[src/rtl/mhf_pkg.sv]
package mhf_pkg;
   localparam int WORD_W     = 32;
   localparam int MAC_BYTES  = 6;
   localparam int MAC_W      = 8 * MAC_BYTES;
   localparam logic [31:0] CRC_POLY   = 32'h04C11DB7;
   localparam logic [31:0] CRC_PRESET = 32'hFFFFFFFF;

   // one byte into a non-reflected CRC register, data LSB first
   function automatic logic [31:0] crc_step_byte(input logic [31:0] c_in,
                                                 input logic [7:0]  d);
      logic [31:0] r;
      logic        fb;
      r = c_in;
      for (int i = 0; i < 8; i++) begin
         fb = r[31] ^ d[i];
         r  = {r[30:0], 1'b0} ^ (fb ? CRC_POLY : 32'h0);
      end
      return r;
   endfunction
endpackage

[src/rtl/mhf_crc_idx.sv]
module mhf_crc_idx
   import mhf_pkg::*;
#(
   parameter int IDX_W = 8
) (
   input  logic [MAC_W-1:0] mac,
   output logic [IDX_W-1:0] idx
);
   if (IDX_W < 1 || IDX_W > 32) begin : g_bad_w
      $error("mhf_crc_idx: IDX_W must be 1..32");
   end

   logic [31:0] stage [MAC_BYTES+1];
   assign stage[0] = CRC_PRESET;

   for (genvar g = 0; g < MAC_BYTES; g++) begin : g_byte
      assign stage[g+1] = crc_step_byte(stage[g], mac[MAC_W-1-8*g -: 8]);
   end

   // top bits of the non-reflected register equal the reversed reflected CRC
   assign idx = stage[MAC_BYTES][31 -: IDX_W];
endmodule

[src/rtl/mhf_table.sv]
module mhf_table
   import mhf_pkg::*;
#(
   parameter int NUM_REGS = 8,
   localparam int SEL_W = $clog2(NUM_REGS),
   localparam int BIT_W = $clog2(WORD_W),
   localparam int IDX_W = SEL_W + BIT_W
) (
   input  logic              clk,
   input  logic              rst_n,
   input  logic              wr_en,
   input  logic [SEL_W-1:0]  wr_sel,
   input  logic [WORD_W-1:0] wr_data,
   input  logic              cmd_en,
   input  logic              cmd_set,
   input  logic [IDX_W-1:0]  cmd_idx,
   input  logic [SEL_W-1:0]  rd_sel,
   output logic [WORD_W-1:0] rd_word,
   input  logic [IDX_W-1:0]  look_idx,
   output logic              look_bit
);
   if (NUM_REGS < 2 || (1 << SEL_W) != NUM_REGS) begin : g_bad_n
      $error("mhf_table: NUM_REGS must be a power of two, at least 2");
   end

   logic [WORD_W-1:0] tbl_q [NUM_REGS];
   logic [WORD_W-1:0] tbl_d [NUM_REGS];

   logic [SEL_W-1:0] cmd_sel;
   logic [BIT_W-1:0] cmd_bit;
   logic [SEL_W-1:0] look_sel;
   logic [BIT_W-1:0] look_bit_pos;

   // MSB-first packing: bin 0 is the top bit of word 0
   assign cmd_sel      = cmd_idx[IDX_W-1:BIT_W];
   assign cmd_bit      = BIT_W'(WORD_W-1) - cmd_idx[BIT_W-1:0];
   assign look_sel     = look_idx[IDX_W-1:BIT_W];
   assign look_bit_pos = BIT_W'(WORD_W-1) - look_idx[BIT_W-1:0];

   for (genvar g = 0; g < NUM_REGS; g++) begin : g_word
      always_comb begin
         tbl_d[g] = tbl_q[g];
         if (wr_en && wr_sel == SEL_W'(g))
            tbl_d[g] = wr_data;
         if (cmd_en && cmd_sel == SEL_W'(g))
            tbl_d[g][cmd_bit] = cmd_set;
      end

      always_ff @(posedge clk) begin
         if (!rst_n) tbl_q[g] <= '0;
         else        tbl_q[g] <= tbl_d[g];
      end
   end

   assign rd_word  = tbl_q[rd_sel];
   assign look_bit = tbl_q[look_sel][look_bit_pos];


   set_bit_chk: assert property (@(posedge clk) disable iff (!rst_n)
      cmd_en && cmd_set |=> tbl_q[$past(cmd_sel)][$past(cmd_bit)]);

   clr_bit_chk: assert property (@(posedge clk) disable iff (!rst_n)
      cmd_en && !cmd_set |=> !tbl_q[$past(cmd_sel)][$past(cmd_bit)]);

   wr_word_chk: assert property (@(posedge clk) disable iff (!rst_n)
      wr_en && !cmd_en |=> tbl_q[$past(wr_sel)] == $past(wr_data));
endmodule

[src/rtl/mhf_decide.sv]
module mhf_decide
   import mhf_pkg::*;
#(
   parameter int IDX_W      = 8,
   parameter bit STATION_EN = 1'b1
) (
   input  logic             clk,
   input  logic             rst_n,
   input  logic             in_valid,
   input  logic [MAC_W-1:0] in_mac,
   input  logic [IDX_W-1:0] in_idx,
   input  logic             bin_hit,
   input  logic [MAC_W-1:0] sta_mac,
   input  logic             promisc,
   output logic             out_valid,
   output logic             out_pass,
   output logic [IDX_W-1:0] out_idx
);
   logic sta_hit;
   logic grp_hit;
   logic accept;

   if (STATION_EN) begin : g_sta
      assign sta_hit = (in_mac == sta_mac);
   end else begin : g_nosta
      assign sta_hit = 1'b0;
   end

   // group bit is the LSB of the first transmitted byte
   assign grp_hit = in_mac[MAC_W-8] & bin_hit;
   assign accept  = promisc | sta_hit | grp_hit;

   always_ff @(posedge clk) begin
      if (!rst_n) begin
         out_valid <= 1'b0;
         out_pass  <= 1'b0;
         out_idx   <= '0;
      end else begin
         out_valid <= in_valid;
         out_pass  <= in_valid & accept;
         if (in_valid) out_idx <= in_idx;
      end
   end


   promisc_pass_chk: assert property (@(posedge clk) disable iff (!rst_n)
      in_valid && promisc |=> out_pass);

   unicast_reject_chk: assert property (@(posedge clk) disable iff (!rst_n)
      in_valid && !promisc && !in_mac[MAC_W-8] && (in_mac != sta_mac) |=> !out_pass);
endmodule

[src/rtl/mcast_hash_filter.sv]
module mcast_hash_filter
   import mhf_pkg::*;
#(
   parameter int NUM_REGS   = 8,
   parameter bit STATION_EN = 1'b1,
   localparam int SEL_W = $clog2(NUM_REGS),
   localparam int IDX_W = SEL_W + $clog2(WORD_W),
   localparam int RA_W  = $clog2(NUM_REGS + 3)
) (
   input  logic              clk,
   input  logic              rst_n,
   input  logic              addr_valid,
   input  logic [MAC_W-1:0]  addr_mac,
   output logic              pass_valid,
   output logic              pass,
   output logic [IDX_W-1:0]  hash_idx,
   input  logic [RA_W-1:0]   reg_addr,
   input  logic              reg_we,
   input  logic [WORD_W-1:0] reg_wdata,
   output logic [WORD_W-1:0] reg_rdata,
   input  logic              cmd_valid,
   input  logic              cmd_set,
   input  logic              cmd_by_mac,
   input  logic [IDX_W-1:0]  cmd_idx,
   input  logic [MAC_W-1:0]  cmd_mac
);
   localparam logic [RA_W-1:0] A_STA_LO = RA_W'(NUM_REGS);
   localparam logic [RA_W-1:0] A_STA_HI = RA_W'(NUM_REGS + 1);
   localparam logic [RA_W-1:0] A_CTRL   = RA_W'(NUM_REGS + 2);

   if (IDX_W > 32) begin : g_bad_idx
      $error("mcast_hash_filter: table larger than CRC width");
   end

   logic [WORD_W-1:0] sta_lo_q;
   logic [15:0]       sta_hi_q;
   logic              promisc_q;
   logic [MAC_W-1:0]  sta_mac;
   logic [IDX_W-1:0]  probe_idx;
   logic [IDX_W-1:0]  cmd_hash_idx;
   logic [IDX_W-1:0]  cmd_bin;
   logic              tbl_wr;
   logic              in_tbl;
   logic [WORD_W-1:0] tbl_rd;
   logic              bin_hit;

   mhf_crc_idx #(.IDX_W(IDX_W)) u_crc_probe (.mac(addr_mac), .idx(probe_idx));
   mhf_crc_idx #(.IDX_W(IDX_W)) u_crc_cmd   (.mac(cmd_mac),  .idx(cmd_hash_idx));

   assign cmd_bin = cmd_by_mac ? cmd_hash_idx : cmd_idx;
   assign in_tbl  = (reg_addr < RA_W'(NUM_REGS));
   assign tbl_wr  = reg_we & in_tbl;

   mhf_table #(.NUM_REGS(NUM_REGS)) u_table (
      .clk      (clk),
      .rst_n    (rst_n),
      .wr_en    (tbl_wr),
      .wr_sel   (reg_addr[SEL_W-1:0]),
      .wr_data  (reg_wdata),
      .cmd_en   (cmd_valid),
      .cmd_set  (cmd_set),
      .cmd_idx  (cmd_bin),
      .rd_sel   (reg_addr[SEL_W-1:0]),
      .rd_word  (tbl_rd),
      .look_idx (probe_idx),
      .look_bit (bin_hit)
   );

   // station words hold the address byte-reversed
   always_ff @(posedge clk) begin
      if (!rst_n) begin
         sta_lo_q  <= '0;
         sta_hi_q  <= '0;
         promisc_q <= 1'b0;
      end else if (reg_we) begin
         if (reg_addr == A_STA_LO) sta_lo_q  <= reg_wdata;
         if (reg_addr == A_STA_HI) sta_hi_q  <= reg_wdata[31:16];
         if (reg_addr == A_CTRL)   promisc_q <= reg_wdata[0];
      end
   end

   assign sta_mac = {sta_hi_q[7:0], sta_hi_q[15:8],
                     sta_lo_q[7:0], sta_lo_q[15:8], sta_lo_q[23:16], sta_lo_q[31:24]};

   always_comb begin
      if (in_tbl)                     reg_rdata = tbl_rd;
      else if (reg_addr == A_STA_LO)  reg_rdata = sta_lo_q;
      else if (reg_addr == A_STA_HI)  reg_rdata = {sta_hi_q, 16'h0000};
      else if (reg_addr == A_CTRL)    reg_rdata = {{(WORD_W-1){1'b0}}, promisc_q};
      else                            reg_rdata = '0;
   end

   mhf_decide #(.IDX_W(IDX_W), .STATION_EN(STATION_EN)) u_decide (
      .clk       (clk),
      .rst_n     (rst_n),
      .in_valid  (addr_valid),
      .in_mac    (addr_mac),
      .in_idx    (probe_idx),
      .bin_hit   (bin_hit),
      .sta_mac   (sta_mac),
      .promisc   (promisc_q),
      .out_valid (pass_valid),
      .out_pass  (pass),
      .out_idx   (hash_idx)
   );


   valid_follow_chk: assert property (@(posedge clk) disable iff (!rst_n)
      pass_valid == $past(addr_valid));

   pass_gated_chk: assert property (@(posedge clk) disable iff (!rst_n)
      !pass_valid |-> !pass);

   sta_hi_low_zero_chk: assert property (@(posedge clk) disable iff (!rst_n)
      reg_addr == A_STA_HI |-> reg_rdata[15:0] == 16'h0000);
endmodule

[config.mk]
export PLATFORM = sky130hd
export DESIGN_NAME = mcast_hash_filter
export DESIGN_NICKNAME = d
export VERILOG_FILES = /design/src/rtl/mhf_pkg.sv /design/src/rtl/mhf_crc_idx.sv /design/src/rtl/mhf_table.sv /design/src/rtl/mhf_decide.sv /design/src/rtl/mcast_hash_filter.sv
export SDC_FILE = /design/constraint.sdc
export NUM_CORES = 1
export LEC_CHECK = 0
export ABC_AREA = 1
export BUFFER_PORTS_ARGS = -buffer_cell sky130_fd_sc_hd__buf_2
export CORE_ASPECT_RATIO = 1.5
export CORE_UTILIZATION = 25
export CTS_BUF_LIST = sky130_fd_sc_hd__clkbuf_4
export DETAILED_ROUTE_END_ITERATION = 6
export HOLD_SLACK_MARGIN = 0.06
export PLACE_DENSITY = 0.49
export SLEW_MARGIN = 20
export SYNTH_ARGS = -nofsm -noshare
export SYNTH_HDL_FRONTEND = slang
export SYNTH_SLANG_ARGS = --single-unit
[constraint.sdc]
create_clock -name clk -period 5.9 [get_ports clk]
set_clock_uncertainty 0.15 [all_clocks]
set_input_delay 0 -clock clk [delete_from_list [all_inputs] [get_ports clk]]
set_output_delay 0 -clock clk [all_outputs]
set_load 0.005 [all_outputs]
==> flow_summary.json <==
{
  "status": "completed",
  "worst_setup_path_end_kind": "flop",
  "hold_violations": 0,
  "drt_wl_total_um": 162000,
  "insertion_delay_ns": 0.94,
  "synth_enable_flop_cells": 0,
  "synth.distinct_cells": 46,
  "core_um2": 127000,
  "drv_slew": 0,
  "critPathMostFrequentCell": "nand3_1",
  "cts_tree": "yes",
  "dieArea_um2": 130000,
  "grt_max_degree": 190,
  "drc": 0,
  "numCtsBuffers": 81,
  "grt_util_met2_pct": 42.0,
  "dp.cells": 7150,
  "synth-seq-area-share_pct": 19.6,
  "cts_buffer_depth": 3,
  "syn_area_per_cell_um2": 5.86,
  "syn_nets": 5623,
  "tightest_slew_ns": 1.31,
  "synthTopCellsByCount": "nand2_1, nand3_1, inv_1, nand4_1, o21ai_0",
  "max_freq_ghz": 0.180,
  "gp_congestion": 1.00,
  "hpwl_um": 110000,
  "via_per_inst": 5.33,
  "antenna_found_initial": 14,
  "ys_ff_latch": 315,
  "globalRoute.totalOverflow": 0,
  "met1_usage_pct": 25.7,
  "area_delta_synth_final_pct": 18.5,
  "die_w_um": 295,
  "ys_async_sr_fraction_pct": 0,
  "max-slew-margin-rel_pct": 12.8,
  "worstHoldPathType": "in -> reg",
  "busiest_layer": "met2",
  "grt_use_total_pct": 23.7,
  "yosysTopAreaCell": "nand2_1",
  "grt_pass1_vias": 36700,
  "drive_gt1_share_pct": 12.2,
  "wl_per_cell_um": 21.8,
  "arrival_ns": 6.18,
  "synth.area.top_cells": "nand2_1, dfxtp_1, nand3_1",
  "syn_inst": 5476,
  "critPathKind": "in -> reg",
  "place_ws_ns": 0.279,
  "synth_warnings": 0,
  "dr.first_iter.drc_count": 3718,
  "grt_pass1_wl_um": 234000,
  "dr.pass1.iters": 7,
  "yosysMostFrequentCell": "nand2_1",
  "port_buffers": 188,
  "initial_core_util_pct": 25.3,
  "setup_viol_count_final": 0,
  "critPathMaxFanout": 23,
  "cts_num_sinks": 315,
  "die-height_um": 441,
  "synth_area_um2": 32100,
  "fin_ws_ns": 0.358,
  "cts.root.buffer_cell": "clkbuf_4",
  "synth_ff_type": "dfxtp_1",
  "ant_nets": 0,
  "rows": 160,
  "grt_use_met3_pct": 3.35,
  "clk_pin_slew_ns": 0.07,
  "ctsHtreeMaxLevel": 3,
  "cap_violations": 0,
  "fin_crit_ns": 5.54,
  "critPathLaunchType": "primary input",
  "final_cell_count_no_fill": 7426,
  "period_share_pct": 93.9,
  "ioPinCount": 189,
  "vias": 39600,
  "slowest_delay_ns": 0.56,
  "slowest_stage": "dlygate4sd3_1",
  "synth_top_area_share_pct": 20.5,
  "nets": 5813,
  "cp_data_required_time_ns": 6.54
}
layer usage:
layer,wire length [um],vias up
li1,-,18800
met1,58200,18300
met2,78800,1904
met3,11000,562
met4,13500,20
met5,137,-
what timing repair did:
item / 4_1_cts / 5_1_grt
hold buffers: 125 / 0
gates resized for setup: 0 / 34
endpoints found under the setup margin: 0 / 142
setup buffers: 0 / 4
hold endpoints to repair: 315 / 0
per-stage QoR:
step	util (%)	hold WS [ns]	instance area, um2	setup TNS [ns]
floorplan	-	0.0323	32100	0
global placement	27.8	0.207	35400	0
detailed placement	27.9	0.208	35400	0
CTS	29.7	0.0713	37700	0
global route	29.9	0.154	38100	-0.00442
finish	29.9	0.152	38100	0
final timing paths:
kind,startpoint,to,slack (ns),depth (start not counted)
worst min-delay path,addr_mac[39],u_decide.out_pass,0.15,9
worst max-delay path,addr_mac[40],u_decide.out_pass,0.36,40
worst max register to register,sta_lo_q[14],u_decide.out_pass,2.83,10
worst min register to register,sta_lo_q[6],sta_lo_q[6],0.33,2
cell usage in the layout (no fill, tap or decap), types with 58 or more instances in the layout:
master / count
nand2_1: 1734
nand3_1: 782
inv_1: 415
nand4_1: 378
o21ai_0: 332
dfxtp_1: 315
a21oi_1: 311
xor2_1: 236
buf_2: 187
buf_4: 140
clkbuf_4: 123
dlygate4sd3_1: 121
xnor2_1: 94
nor2_1: 66
a22oi_1: 62
o22ai_1: 58
cell type report:
class | count | area (um2)
inverters | 444 | 1680
multi-input cells | 4320 | 22600
fillers | 14300 | 89100
flip-flops and latches | 315 | 6310
diodes | 8 | 20.0
well taps | 1701 | 2130
clock inverters | 12 | 125
clock buffers | 122 | 916
repair buffers | 504 | 4330
sequential cells by signal, summed over array words and instances, names as in the netlist:
register,flops
u_table.tbl_q,256
sta_lo_q,32
sta_hi_q,16
u_decide.out_idx,8
promisc_q,1
u_decide.out_pass,1
u_decide.out_valid,1
critical path: cells and delay by family:
family / cells / cell delay (ns)
buffers and inverters: 8 / 2.09
AOI/OAI and AO/OA: 2 / 0.28
and+or+nand+nor: 30 / 3.77
kinds of logic (layout without fill, tap and decap cells):
family | Yosys count | in the layout | share of synthesized area (%)
simple gates | 3114 | 3114 | 43.8
other cells | 0 | 8 | 0
flops | 315 | 315 | 19.6
compound gates | 841 | 841 | 14.6
buf+inv | 841 | 1082 | 11.0
xor+xnor | 365 | 365 | 10.9
Power is not shown: default switching activity piles up to over one toggle a cycle in this logic, so the estimate is an artifact.
